File: config.mk
export PLATFORM = sky130hd
export DESIGN_NAME = clkout_gen
export DESIGN_NICKNAME = d
export VERILOG_FILES = /design/src/rtl/clkout_pkg.sv /design/src/rtl/clkout_prescaler.sv /design/src/rtl/clkout_counter.sv /design/src/rtl/clkout_toggle.sv /design/src/rtl/clkout_gen.sv
export SDC_FILE = /design/constraint.sdc
export NUM_CORES = 1
export LEC_CHECK = 0
export ABC_AREA = 1
export BUFFER_PORTS_ARGS = -buffer_cell sky130_fd_sc_hd__buf_4
export CAP_MARGIN = 15
export CORE_MARGIN = 2
export CORE_UTILIZATION = 35
export DETAILED_ROUTE_END_ITERATION = 6
export SETUP_SLACK_MARGIN = 0.02
export SYNTH_ARGS = -nofsm -noshare
export SYNTH_HDL_FRONTEND = slang
export SYNTH_SLANG_ARGS = --single-unit
File: constraint.sdc
create_clock -name clk -period 3.5 [get_ports clk]
set_input_delay 0.875 -clock clk [delete_from_list [all_inputs] [get_ports clk]]
set_output_delay 0.875 -clock clk [all_outputs]
set_load 0.01 [all_outputs]
File: src/rtl/clkout_pkg.sv
package clkout_pkg;

    typedef enum logic [1:0] {
        PSEL_FINE   = 2'b00,
        PSEL_MID    = 2'b01,
        PSEL_COARSE = 2'b10,
        PSEL_ALT    = 2'b11
    } psel_e;

endpackage

File: src/rtl/clkout_prescaler.sv
module clkout_prescaler
    import clkout_pkg::*;
#(
    parameter int DIV_FINE   = 4,
    parameter int DIV_MID    = 64,
    parameter int DIV_COARSE = 1024
) (
    input  logic  clk,
    input  logic  rst_n,
    input  logic  clear,
    input  logic  enable,
    input  psel_e sel,
    output logic  tick
);
    localparam int PW = $clog2(DIV_COARSE + 1);
    localparam logic [PW-1:0] LAST_FINE   = PW'(DIV_FINE - 1);
    localparam logic [PW-1:0] LAST_MID    = PW'(DIV_MID - 1);
    localparam logic [PW-1:0] LAST_COARSE = PW'(DIV_COARSE - 1);

    typedef struct packed {
        logic [PW-1:0] pre;
        logic          half;
    } pre_state_t;

    pre_state_t st_d, st_q;
    logic [PW-1:0] last;
    logic          wrap;

    always_comb begin
        unique case (sel)
            PSEL_FINE: last = LAST_FINE;
            PSEL_MID:  last = LAST_MID;
            default:   last = LAST_COARSE;
        endcase
        wrap = (st_q.pre >= last);
        tick = enable && wrap && st_q.half;
        st_d = st_q;
        if (clear) begin
            st_d = '0;
        end else if (enable) begin
            if (wrap) begin
                st_d.pre  = '0;
                st_d.half = ~st_q.half;
            end else begin
                st_d.pre = st_q.pre + 1'b1;
            end
        end
    end

    always_ff @(posedge clk or negedge rst_n) begin
        if (!rst_n) st_q <= '0;
        else        st_q <= st_d;
    end

    AST_TICK_SPACING: assert property (@(posedge clk) disable iff (!rst_n)
        tick |=> !tick);
    AST_NO_TICK_IDLE: assert property (@(posedge clk) disable iff (!rst_n)
        !enable |-> !tick);

endmodule

File: src/rtl/clkout_counter.sv
module clkout_counter #(
    parameter int CNT_W = 16
) (
    input  logic             clk,
    input  logic             rst_n,
    input  logic             tick,
    input  logic [CNT_W-1:0] reload,
    output logic             ovf,
    output logic [CNT_W-1:0] cnt
);
    localparam logic [CNT_W-1:0] ALL_ONES = '1;

    typedef struct packed {
        logic [CNT_W-1:0] cnt;
    } cnt_state_t;

    cnt_state_t st_d, st_q;

    always_comb begin
        ovf  = tick && (st_q.cnt == ALL_ONES);
        st_d = st_q;
        if (tick) begin
            if (ovf) st_d.cnt = reload;
            else     st_d.cnt = st_q.cnt + 1'b1;
        end
    end

    always_ff @(posedge clk or negedge rst_n) begin
        if (!rst_n) st_q <= '0;
        else        st_q <= st_d;
    end

    assign cnt = st_q.cnt;

    AST_RELOAD_ON_OVF: assert property (@(posedge clk) disable iff (!rst_n)
        ovf |=> cnt == $past(reload));
    AST_STEP_ONE: assert property (@(posedge clk) disable iff (!rst_n)
        (tick && !ovf) |=> cnt == $past(cnt) + 1'b1);
    AST_NO_TICK_HOLD: assert property (@(posedge clk) disable iff (!rst_n)
        !tick |=> $stable(cnt));

endmodule

File: src/rtl/clkout_toggle.sv
module clkout_toggle (
    input  logic clk,
    input  logic rst_n,
    input  logic mode,
    input  logic ovf,
    output logic pin
);
    typedef struct packed {
        logic pin;
    } pin_state_t;

    pin_state_t st_d, st_q;

    always_comb begin
        st_d = st_q;
        if (!mode)    st_d.pin = 1'b1;
        else if (ovf) st_d.pin = ~st_q.pin;
    end

    always_ff @(posedge clk or negedge rst_n) begin
        if (!rst_n) st_q <= '{pin: 1'b1};
        else        st_q <= st_d;
    end

    assign pin = st_q.pin;

    AST_IDLE_HIGH: assert property (@(posedge clk) disable iff (!rst_n)
        !mode |=> pin);
    AST_TOGGLE_ONLY_OVF: assert property (@(posedge clk) disable iff (!rst_n)
        (mode && !ovf) |=> $stable(pin));
    AST_FLIP_ON_OVF: assert property (@(posedge clk) disable iff (!rst_n)
        (mode && ovf) |=> pin != $past(pin));

endmodule

File: src/rtl/clkout_gen.sv
module clkout_gen
    import clkout_pkg::*;
#(
    parameter int CNT_W      = 16,
    parameter int DIV_FINE   = 4,
    parameter int DIV_MID    = 64,
    parameter int DIV_COARSE = 1024
) (
    input  logic             clk,
    input  logic             rst_n,
    input  logic [1:0]       pre_sel,
    input  logic             out_en,
    input  logic             ext_cnt_sel,
    input  logic             capture_sel,
    input  logic             run,
    input  logic [CNT_W-1:0] reload,
    output logic             clk_out,
    output logic [CNT_W-1:0] count
);
    logic mode_sel;
    logic active;
    logic tick;
    logic ovf;

    always_comb begin
        mode_sel = out_en && !ext_cnt_sel && !capture_sel;
        active   = mode_sel && run;
    end

    clkout_prescaler #(
        .DIV_FINE   (DIV_FINE),
        .DIV_MID    (DIV_MID),
        .DIV_COARSE (DIV_COARSE)
    ) u_pre (
        .clk    (clk),
        .rst_n  (rst_n),
        .clear  (!mode_sel),
        .enable (active),
        .sel    (psel_e'(pre_sel)),
        .tick   (tick)
    );

    clkout_counter #(
        .CNT_W (CNT_W)
    ) u_cnt (
        .clk    (clk),
        .rst_n  (rst_n),
        .tick   (tick),
        .reload (reload),
        .ovf    (ovf),
        .cnt    (count)
    );

    clkout_toggle u_tgl (
        .clk   (clk),
        .rst_n (rst_n),
        .mode  (mode_sel),
        .ovf   (ovf),
        .pin   (clk_out)
    );

    AST_STOPPED_HOLD: assert property (@(posedge clk) disable iff (!rst_n)
        (mode_sel && !run) |=> ($stable(clk_out) && $stable(count)));
    AST_DESELECT_FREEZE: assert property (@(posedge clk) disable iff (!rst_n)
        !mode_sel |=> $stable(count));

endmodule

==> qor.tcl, run 1 <==
set qor(cts_post_setup_buffers_inserted) 0
set qor(synth_simple_gate_area_share) 0.387
set qor(final_common_cell) {sky130_fd_sc_hd__nand2_1}
set qor(synth_xor_area_frac) 0.0543
set qor(synth-compound-area-share) 0.0758
set qor(core.rowCount) 28
set qor(drive_above_1_share) 0.180
set qor(synth_top_family_by_area) {simple AND/OR/NAND/NOR gates}
set qor(total_leakage_power_nw) 1.34
set qor(unrepaired_setup_endpoints_after_global_routing) {false}
set qor(worst_setup_path_end_kind) {register}
set qor(postSynthNetCount) 337
set qor(cts.root.buffer_cell) {sky130_fd_sc_hd__clkbuf_8}
set qor(synth_async_sr_flop_share) 1.00
set qor(worst_hold_path_type) {register to register}
set qor(final.fill_count) 603
set qor(dominantRegCellSynth) {sky130_fd_sc_hd__dfrtp_1}
set qor(p_per_area_nw_per_um2) 272
set qor(vdd_ir_drop_max_v) 0.000185
set qor(sum_of_routed_wire_length_over_all_layers_um) 4870
set qor(finalSetupTns_ns) 0
set qor(clock_skew_ns) 0.00902
set qor(synth_edf_count) 0
set qor(grt_remaining_overflow) 0
set qor(cp_data_required_time_ns) 3.68
set qor(remaining_drc_errors) 1
set qor(comb_power_share) 0.085
set qor(post_synth_num_cell_types) 36
set qor(clock_power_share) 0.409
set qor(maxSlewHeadroom) 0.652
set qor(io_buffers) 40
set qor(floorplan.io_pins) 41
set qor(mostFrequentLayoutCells) {sky130_fd_sc_hd__nand2_1, sky130_fd_sc_hd__inv_1, sky130_fd_sc_hd__nor2_1, sky130_fd_sc_hd__buf_4, sky130_fd_sc_hd__dfrtp_1}
set qor(finalSetupViolCount) 0
set qor(finalMaxSlewViolations) 0
set qor(clock_insertion_delay_worst_skew_ns) 0.28
set qor(clkSinkCount) 29
set qor(worst_setup_hold_path_clk_slew_ns) 0.06
set qor(crit_path_start_kind) {input pin}
set qor(ant_nets) 0
set qor(p_sw_frac) 0.237
set qor(antenna_cells) 0
set qor(post_synth_mux_area_share) 0
set qor(power.net_switching_w) 0.000164
set qor(initial_utilization) 0.358
set qor(synth_fa_ha_area_frac) 0.0358
set qor(layout_min_cycle_time_ns) 2.48
set qor(dr.first_iter.drc_count) 71
set qor(fp.dieArea_um2) 6620
set qor(synth.yosys.seq_area_share) 0.347
set qor(cts_buf_count) 5
set qor(cts_repair_resize_count) 0
set qor(cap_viol_max_count) 0
set qor(post-place-ws_ns) 0.726
set qor(groute.usage.overall) 0.164
set qor(htree_levels) 2
set qor(cts_tree) {done}
set qor(die_w_um) 81.4
set qor(power.internal_w) 0.000528
set qor(final_number_of_hold_violating_endpoints) 0
set qor(vias_in_the_first_global_route) 1810
set qor(fp.coreArea_um2) 5850
set qor(global_route_wire_length_before_repair_um) 8370
set qor(pwr-share-seq) 0.506
set qor(router_iterations_before_antenna_repair) 7
set qor(place_congestion) 0.867
set qor(grt_antenna_before_repair) 0
set qor(violations) {design-rule violations}
set qor(largest_net_degree_at_the_start_of_global_routing) 30
set qor(dp_hpwl_um) 3740
set qor(critical_path_class) {input pin to register}
set qor(wl_per_cell_um) 11.5
set qor(critical_path.max_fanout) 26
set qor(post-route-period-util) 0.708
set qor(holdBufCountCts) 0
set qor(via_per_inst) 4.68
set qor(multi_input_area_um2) 1160
set qor(worst_ep_arrival_time_ns) 2.66
set qor(worst-slew-pin-transition_ns) 0.521
set qor(syn_avg_cell_area_um2) 6.83
set qor(yosys_reg_bits) 29
set qor(syn_to_final_growth_pct) 21.3
set qor(clock_path_buffers) 2
set qor(final_nets) 380
set qor(synth_area_um2) 2100
set qor(worst_slack_ns) 1.02
set qor(seq_area_um2) 727
set qor(run_status) {complete, but fails checks}
set qor(postSynthCellCount) 307
set qor(yosysWarningCount) 0
set qor(detailroute.via_count) 1990
set qor(fmaxAchievable_mhz) 404
set qor(chipHeight_um) 81.4
## synthesized netlist by cell type (all sizes together) (6+ instances only)
master / n / share of area
o21ai: 13 / 0.035
inv: 47 / 0.084
nor3: 6 / 0.019
nand4: 16 / 0.051
nand2: 100 / 0.18
a21oi: 9 / 0.021
nor2: 43 / 0.083
dfrtp: 28 / 0.33
nand3: 9 / 0.036
ha: 6 / 0.036
xor2: 9 / 0.038
## flip-flops by register name (all words and copies together), names as in the netlist
signal,count
u_cnt.cnt,16
u_pre.st_q,12
u_tgl.pin,1
## area by class of cell
type                       instances  share of cell area
tap                               75              0.0369
multi-input combinational        227               0.456
timing repair buffer              40               0.118
clock buffer                       7              0.0340
inverter                          47              0.0694
sequential                        29               0.286
## critical path, stage by stage
cell                      delay (ns)
sky130_fd_sc_hd__buf_4          0.10
sky130_fd_sc_hd__inv_1          0.09
sky130_fd_sc_hd__ha_1           0.30
sky130_fd_sc_hd__nand4_1        0.11
sky130_fd_sc_hd__nor2_1         0.16
sky130_fd_sc_hd__nand4_1        0.19
sky130_fd_sc_hd__nand3_4        0.18
sky130_fd_sc_hd__nand3_4        0.26
sky130_fd_sc_hd__inv_1          0.22
sky130_fd_sc_hd__nand2_1        0.07
sky130_fd_sc_hd__nand2_1        0.06
sky130_fd_sc_hd__inv_1          0.03
## cells by family after synthesis
logic type                 after synthesis
and+or+nand+nor                        180
buffers and inverters                   51
DFF                                     29
AOI/OAI and AO/OA                       28
xor gates and xnor gates                13
adders and majority gates                6
## metrics by stage
step                      power [W]  area, um2  instances  hold WS, ns   util
final                      0.000691       2540        425        0.497  0.435
after global routing       0.000729       2540        425        0.518  0.435
after CTS                  0.000703       2540        425        0.498  0.435
after detailed placement   0.000416       2460        418        0.487  0.420
after global placement     0.000414       2460        418        0.487  0.420
after floorplan            0.000380       2100        307        0.474      -
## path summary, 6_finish.rpt
check	slack (ns)	cells past startpoint	from	endpoint
worst min register to register	0.50	2	u_tgl.pin$_DFFE_PN1P_	u_tgl.pin$_DFFE_PN1P_
worst max-delay path	1.02	12	pre_sel[1]	u_cnt.cnt[8]$_DFFE_PN0P_
min in group asynchronous	0.51	1	rst_n	u_cnt.cnt[13]$_DFFE_PN0P_
worst max register to register	1.35	10	u_pre.st_q[9]$_DFFE_PN0P_	u_cnt.cnt[8]$_DFFE_PN0P_
worst min-delay path	0.50	2	u_tgl.pin$_DFFE_PN1P_	u_tgl.pin$_DFFE_PN1P_
max in group asynchronous	2.68	1	rst_n	u_tgl.pin$_DFFE_PN1P_
## per-layer routing
metal  global-route usage  wire, um  vias up  part of all wire
met5                    0         0        -                 0
li1                     -         -     1048                 -
met2                0.269      2310       34              0.47
met3               0.0400       177        4             0.036
met4               0.0407        40        0            0.0082
met1                0.215      2340      904              0.48
## power groups by stage
stage / combinational [W] / clock (W) / sequential, W
3_5_place_dp: 0.0000601 / 0 / 0.000356
4_1_cts: 0.0000604 / 0.000294 / 0.000349
6_report: 0.0000590 / 0.000283 / 0.000350
2_1_floorplan: 0.0000246 / 0 / 0.000355
3_3_place_gp: 0.0000583 / 0 / 0.000355
5_1_grt: 0.0000675 / 0.000311 / 0.000351
(Power assumes the default switching activity.)
==> inputs of run 2 (changes only) <==
--- a/config.mk
+++ b/config.mk
@@ -5,7 +5,7 @@
 export SDC_FILE = /design/constraint.sdc
 export NUM_CORES = 1
 export LEC_CHECK = 0
-export ABC_AREA = 1
+export ABC_AREA = 0
 export BUFFER_PORTS_ARGS = -buffer_cell sky130_fd_sc_hd__buf_4
 export CAP_MARGIN = 15
 export CORE_MARGIN = 2
==> constraint.sdc (replaced) <==
create_clock -name clk -period 2.4 [get_ports clk]
set_input_delay 0.6 -clock clk [delete_from_list [all_inputs] [get_ports clk]]
set_output_delay 0.6 -clock clk [all_outputs]
set_load 0.01 [all_outputs]
==> run 2 against run 1 <==
The flow now finishes without violations. Cell area down 3.5%. Hold slack worse by 0.26 ns. Sequential share of layout area up 1.1 points. Synthesized cell count down 33%. Via count down 13%. Sequential power up 40%. Final cell count down 22%. Flip-flop and latch count unchanged. First-iteration DRC count up 63%. Critical path depth down 2. Count of clock-buffer cells in the layout unchanged. Clock power up 60%. Critical endpoint is now u_cnt.cnt[13]$_DFFE_PN0P_. Largest cell class unchanged. Highest routed layer unchanged.
==> qor.tcl, run 2 <==
set qor(cpMostUsedCell) {sky130_fd_sc_hd__buf_4}
set qor(synth_top_cells_by_count) {sky130_fd_sc_hd__dfrtp_1, sky130_fd_sc_hd__nand2_1, sky130_fd_sc_hd__nor2_1}
set qor(post_synth_num_cell_types) 45
set qor(vias_in_the_first_global_route) 1723
set qor(postSynthCellCount) 206
set qor(worst_hold_path_type) {input pin to asynchronous set/reset pin}
set qor(clkSinkCount) 29
set qor(syn_avg_cell_area_um2) 8.95
set qor(synth_area_um2) 1840
set qor(initial_utilization) 0.361
set qor(final_common_cell) {sky130_fd_sc_hd__buf_4}
set qor(holdBufCountCts) 0
set qor(yosys_reg_bits) 29
set qor(postSynthNetCount) 236
set qor(fp.dieArea_um2) 5860
set qor(mostFrequentLayoutCells) {sky130_fd_sc_hd__buf_4, sky130_fd_sc_hd__dfrtp_1, sky130_fd_sc_hd__nand2_1}
set qor(clock_path_buffers) 2
set qor(cts.root.buffer_cell) {sky130_fd_sc_hd__clkbuf_8}
set qor(total_leakage_power_nw) 1.08
set qor(dominantRegCellSynth) {sky130_fd_sc_hd__dfrtp_1}
set qor(p_per_area_nw_per_um2) 411
set qor(cp_data_required_time_ns) 2.57
set qor(io_buffers) 40
set qor(detailroute.via_count) 1727
set qor(post-route-period-util) 0.943
set qor(maxSlewHeadroom) 0.639
set qor(seq_area_um2) 727
set qor(yosysWarningCount) 0
set qor(regToRegStartpoint) {u_pre.st_q[9]$_DFFE_PN0P_}
set qor(crit_chain) {buf_4 -> inv_2 -> ha_1 -> a21o_2 -> a211o_2 -> a41oi_2 -> o21a_4 -> nor2_1 -> buf_4 -> a22o_1}
set qor(finish.utilization) 0.480
set qor(fp.coreArea_um2) 5110
set qor(chipHeight_um) 76.6
set qor(ant_nets) 0
set qor(clock_insertion_delay_worst_skew_ns) 0.28
set qor(worst_setup_hold_path_clk_slew_ns) 0.07
set qor(critical_path.max_fanout) 7
set qor(worst-r2r-setup-slack_ns) 0.15
set qor(antenna_cells) 0
set qor(via_per_inst) 5.20
set qor(groute.usage.overall) 0.173
set qor(synth_async_sr_flop_share) 1.00
set qor(dr.first_iter.drc_count) 116
set qor(largest_net_degree_at_the_start_of_global_routing) 30
set qor(ys_top_cells_by_area) {sky130_fd_sc_hd__dfrtp_1, sky130_fd_sc_hd__nand3_1, sky130_fd_sc_hd__a21oi_1}
set qor(die_w_um) 76.6
set qor(grt_antenna_before_repair) 0
set qor(largest_register_ff_count) 16
set qor(timing.rr.end) {u_cnt.cnt[13]$_DFFE_PN0P_}
set qor(sum_of_routed_wire_length_over_all_layers_um) 4610
set qor(run_status) {finished, final reports clean}
set qor(worst-slew-pin-transition_ns) 0.537
set qor(yosys.cell_count.top_type) {sky130_fd_sc_hd__dfrtp_1}
set qor(syn_to_final_growth_pct) 33.1
set qor(synth.yosys.seq_area_share) 0.394
set qor(worst_r2r_path_depth) 8
set qor(grt_remaining_overflow) 0
set qor(wl_per_cell_um) 13.9
set qor(critical_path.max_stage_delay_ns) 0.33
set qor(place_congestion) 0.828
set qor(cts_tree) {done}
set qor(final.fill_count) 522
set qor(unrepaired_setup_endpoints_after_global_routing) {false}
set qor(cap_viol_max_count) 0
set qor(finalMaxSlewViolations) 0
set qor(vdd_ir_drop_max_v) 0.000216
set qor(worst_ep_arrival_time_ns) 2.43
set qor(yosysTopAreaCell) {sky130_fd_sc_hd__dfrtp_1}
set qor(worst_path_max_delay_cell) {sky130_fd_sc_hd__a211o_2}
set qor(remaining_drc_errors) 0
set qor(synth_edf_count) 0
set qor(clock_skew_ns) 0.00581
set qor(cts_buf_count) 5
set qor(router_iterations_before_antenna_repair) 4
set qor(core.rowCount) 26
set qor(multi_input_area_um2) 1090
set qor(finalSetupTns_ns) 0
set qor(fmaxAchievable_mhz) 442
set qor(floorplan.io_pins) 41
set qor(critical_path_class) {input pin to register}
set qor(layout_min_cycle_time_ns) 2.26
set qor(drive_above_1_share) 0.336
set qor(yosysTopAreaCellShare) 0.380
set qor(final_nets) 291
set qor(dp_hpwl_um) 3430
set qor(crit_path_start_kind) {input pin}
set qor(worst_setup_path_end_kind) {register}
set qor(finalSetupViolCount) 0
set qor(final_number_of_hold_violating_endpoints) 0
set qor(htree_levels) 2
set qor(global_route_wire_length_before_repair_um) 8080
-- run 2: cell count changes after synthesis, moves of 4 or more --
cell,before,now
sky130_fd_sc_hd__o21ai_0,7,13
sky130_fd_sc_hd__nand2_1,99,21
sky130_fd_sc_hd__nand4_1,15,4
sky130_fd_sc_hd__nor2_1,40,19
sky130_fd_sc_hd__inv_1,45,4
sky130_fd_sc_hd__mux2_2,0,4
sky130_fd_sc_hd__a21oi_1,9,17
sky130_fd_sc_hd__and3_1,1,7
sky130_fd_sc_hd__clkbuf_1,0,5
sky130_fd_sc_hd__o21ai_1,4,0
sky130_fd_sc_hd__nand3_1,6,18
-- run 2: cells by family (layout without fill, tap and decap cells) --
family          count (synthesis)  in the layout  synth area share
flops                          29             29             0.394
simple gates                   90             90             0.248
xor+xnor                       10             10            0.0475
compound gates                 51             51             0.191
fa+ha+maj                       7              7            0.0462
mux                             7              7            0.0407
buf+inv                        12             68            0.0312
-- run 2: report_power, final --
group / switching, W / leakage [nW] / internal (W)
logic: 0.0000311 / 0.634 / 0.0000360
registers: 0.000000486 / 0.396 / 0.000489
clock network: 0.000193 / 0.0542 / 0.000259
total: 0.000225 / 1.08 / 0.000784
-- run 2: cell type report --
| type | instances | share of cell area |
|---|---|---|
| Clock inverter | 1 | 0.00204 |
| Timing Repair Buffer | 56 | 0.177 |
| Inverter | 4 | 0.00612 |
| Clock buffer | 7 | 0.0393 |
| Sequential cell | 29 | 0.296 |
| Multi-Input combinational cell | 165 | 0.444 |
| Tap cell | 70 | 0.0357 |
-- run 2: worst max path at each step --
stage,slack [ns],endpoint,startpoint,depth (start not counted)
floorplan,-0.003,u_pre.st_q[0]$_DFFE_PN0P_,pre_sel[1],9
global placement,-0.19,u_cnt.cnt[10]$_DFFE_PN0P_,pre_sel[1],9
detailed placement,-0.22,u_cnt.cnt[13]$_DFFE_PN0P_,pre_sel[1],10
CTS,0.09,u_cnt.cnt[13]$_DFFE_PN0P_,pre_sel[1],10
global route,0.04,u_cnt.cnt[13]$_DFFE_PN0P_,u_pre.st_q[9]$_DFFE_PN0P_,8
finish,0.14,u_cnt.cnt[13]$_DFFE_PN0P_,pre_sel[1],10
-- run 2: metrics by stage --
stage	area [um2]	power [W]	hold WS, ns	std cells	worst slack [ns]
2_1_floorplan	1870	0.000517	0.304	206	-0.00270
3_3_place_gp	2350	0.000567	0.528	324	-0.189
3_5_place_dp	2350	0.000568	0.544	324	-0.215
4_1_cts	2450	0.00103	0.253	332	0.0852
5_1_grt	2450	0.00106	0.265	332	0.0413
6_report	2450	0.00101	0.237	332	0.137
-- run 2: timing repair --
| action | 4_1_cts | 5_1_grt |
|---|---|---|
| hold endpoints to repair | 0 | 0 |
| setup buffers | 0 | 0 |
| resized for setup | 0 | 1 |
| endpoints found under the setup margin | 0 | 7 |
-- run 2: critical path: cells and delay by family --
family	cells	cell delay (ns)
and+or+nand+nor	1	0.06
AOI/OAI and AO/OA	5	1.15
buffers and inverters	3	0.37
adders and majority gates	1	0.25
-- run 2: per-layer routing --
metal | global-route usage | routed length (um) | vias to the layer above | part of all wire
li1 | - | - | 859 | -
met1 | 0.218 | 2110 | 820 | 0.46
met4 | 0.0691 | 54 | 0 | 0.012
met5 | 0 | 0 | - | 0
met3 | 0.0391 | 190 | 5 | 0.041
met2 | 0.288 | 2250 | 43 | 0.49
==> inputs of run 3 (changes only) <==
--- a/config.mk
+++ b/config.mk
@@ -6,10 +6,11 @@
 export NUM_CORES = 1
 export LEC_CHECK = 0
 export ABC_AREA = 0
-export BUFFER_PORTS_ARGS = -buffer_cell sky130_fd_sc_hd__buf_4
+export BUFFER_PORTS_ARGS = -buffer_cell sky130_fd_sc_hd__buf_2
 export CAP_MARGIN = 15
 export CORE_MARGIN = 2
 export CORE_UTILIZATION = 35
+export CTS_CLUSTER_SIZE = 30
 export DETAILED_ROUTE_END_ITERATION = 6
 export SETUP_SLACK_MARGIN = 0.02
 export SYNTH_ARGS = -nofsm -noshare
==> run 3 against run 2 <==
Utilization shrank 1.1 points. Setup slack lost 0.11 ns. Critical path depth unchanged. Critical path type unchanged. Largest cell class unchanged.
==> qor.tcl, run 3 (synthesized netlist as in run 2, its figures left out) <==
set qor(finalMaxSlewViolations) 0
set qor(largest_net_degree_at_the_start_of_global_routing) 30
set qor(syn_to_final_growth_pct) 29.9
set qor(critical_path_class) {input pin to register}
set qor(worst_ep_arrival_time_ns) 2.57
set qor(cp-endpoint) {u_pre.st_q[0]$_DFFE_PN0P_}
set qor(layout_min_cycle_time_ns) 2.38
set qor(io_buffers) 40
set qor(finalSetupTns_ns) 0
set qor(detailroute.via_count) 1690
set qor(via_per_inst) 5.09
set qor(cts_tree) {done}
set qor(worst_r2r_path_depth) 8
set qor(ant_nets) 0
set qor(total_leakage_power_nw) 1.09
set qor(cts.root.buffer_cell) {sky130_fd_sc_hd__clkbuf_8}
set qor(mostFrequentLayoutCells) {sky130_fd_sc_hd__buf_2, sky130_fd_sc_hd__dfrtp_1, sky130_fd_sc_hd__nand2_1}
set qor(cap_viol_max_count) 0
set qor(fp.coreArea_um2) 5110
set qor(timing.rr.end) {u_pre.st_q[0]$_DFFE_PN0P_}
set qor(grt_remaining_overflow) 0
set qor(final_common_cell) {sky130_fd_sc_hd__buf_2}
set qor(dr.first_iter.drc_count) 61
set qor(fp.dieArea_um2) 5860
set qor(final_nets) 292
set qor(place_congestion) 0.784
set qor(power_w) 0.000949
set qor(wl_per_cell_um) 13.8
set qor(groute.usage.overall) 0.161
set qor(cts_buf_count) 5
set qor(run_status) {finished, final reports clean}
set qor(clock_insertion_delay_worst_skew_ns) 0.27
set qor(clock_skew_ns) 0.00244
set qor(drive_above_1_share) 0.336
set qor(initial_utilization) 0.361
set qor(worst-r2r-setup-slack_ns) 0.03
set qor(clkSinkCount) 29
set qor(worst_setup_hold_path_clk_slew_ns) 0.06
set qor(worstSetupStartpoint) {pre_sel[1]}
set qor(regToRegStartpoint) {u_pre.st_q[7]$_DFFE_PN0P_}
set qor(final_cell_area_um2) 2390
set qor(router_iterations_before_antenna_repair) 6
set qor(holdBufCountCts) 0
set qor(p_per_area_nw_per_um2) 396
set qor(final_number_of_hold_violating_endpoints) 0
set qor(grt_antenna_before_repair) 0
set qor(crit_path_start_kind) {input pin}
set qor(core.rowCount) 26
set qor(worst-slew-pin-transition_ns) 0.669
set qor(dp_hpwl_um) 3300
set qor(cp_data_required_time_ns) 2.60
set qor(critical_path.max_fanout) 8
set qor(post-route-period-util) 0.990
set qor(vias_in_the_first_global_route) 1632
set qor(hold_ws_ns) 0.360
set qor(fmaxAchievable_mhz) 421
set qor(chipHeight_um) 76.6
set qor(global_route_wire_length_before_repair_um) 7530
set qor(sum_of_routed_wire_length_over_all_layers_um) 4580
set qor(worst_hold_path_type) {input pin to asynchronous set/reset pin}
set qor(floorplan.io_pins) 41
set qor(final_cells) 332
set qor(clock_path_buffers) 2
set qor(die_w_um) 76.6
set qor(maxSlewHeadroom) 0.554
set qor(largest_register_ff_count) 16
set qor(htree_levels) 2
set qor(unrepaired_setup_endpoints_after_global_routing) {true}
set qor(numPlacedInstances) 325
set qor(post_dp_cell_area_um2) 2260
set qor(vdd_ir_drop_max_v) 0.000189
set qor(finalSetupViolCount) 0
set qor(worst_setup_path_end_kind) {register}
set qor(antenna_cells) 0
set qor(remaining_drc_errors) 0
[run 3: changes by cell type in the layout (fill, tap and decap cells not counted), sizes merged]
cell,change
buf,+1
clkinv,-1
[run 3: what timing repair did]
action	4_1_cts	5_1_grt
resized for setup	0	10
setup buffers	0	0
setup endpoints to repair	0	12
[run 3: worst min-delay path by stage]
stage                                startpoint                        end  slack, ns  cells past startpoint
after floorplan                           rst_n   u_cnt.cnt[0]$_DFFE_PN0P_       0.30                      0
after global placement    u_tgl.pin$_DFFE_PN1P_      u_tgl.pin$_DFFE_PN1P_       0.53                      2
after detailed placement  u_tgl.pin$_DFFE_PN1P_      u_tgl.pin$_DFFE_PN1P_       0.53                      2
after CTS                                 rst_n  u_cnt.cnt[15]$_DFFE_PN0P_       0.39                      1
after global routing                      rst_n  u_cnt.cnt[15]$_DFFE_PN0P_       0.41                      1
final                                     rst_n  u_pre.st_q[5]$_DFFE_PN0P_       0.36                      1
[run 3: layout make-up]
cell class | instances | area [um2]
Multi-Input combinational cell | 165 | 1130
Timing Repair Buffer | 57 | 347
Sequential cell | 29 | 727
Inverter | 4 | 15.0
Clock buffer | 7 | 86.3
Fill cell | 532 | 2710
Tap cell | 70 | 87.6
[run 3: metal layers]
metal	vias up	track usage	share of wire
met3	7	0.0379	0.040
li1	864	-	-
met5	-	0	0
met1	777	0.202	0.47
met2	42	0.275	0.48
met4	0	0.0436	0.012
[run 3: metrics by stage]
step | utilization | worst slack (ns)
floorplan | - | -0.00270
global placement | 0.442 | -0.181
detailed placement | 0.442 | -0.214
CTS | 0.459 | 0.0729
global route | 0.469 | -0.0479
finish | 0.469 | 0.0235
[run 3: power breakdown]
group          internal [W]  switching [W]  leakage [nW]   total, W
clock network      0.000227       0.000170        0.0443   0.000397
registers          0.000490    0.000000508         0.396   0.000490
logic             0.0000287      0.0000328         0.651  0.0000615
[run 3: worst max-delay path, stage by stage]
cell and delay, ns:
sky130_fd_sc_hd__buf_6 0.07, sky130_fd_sc_hd__inv_2 0.04, sky130_fd_sc_hd__ha_4 0.25, sky130_fd_sc_hd__or3b_4 0.39, sky130_fd_sc_hd__o32ai_4 0.20, sky130_fd_sc_hd__a41oi_4 0.19, sky130_fd_sc_hd__o21a_4 0.20, sky130_fd_sc_hd__buf_12 0.15
sky130_fd_sc_hd__or3_1 0.34, sky130_fd_sc_hd__a21oi_1 0.13
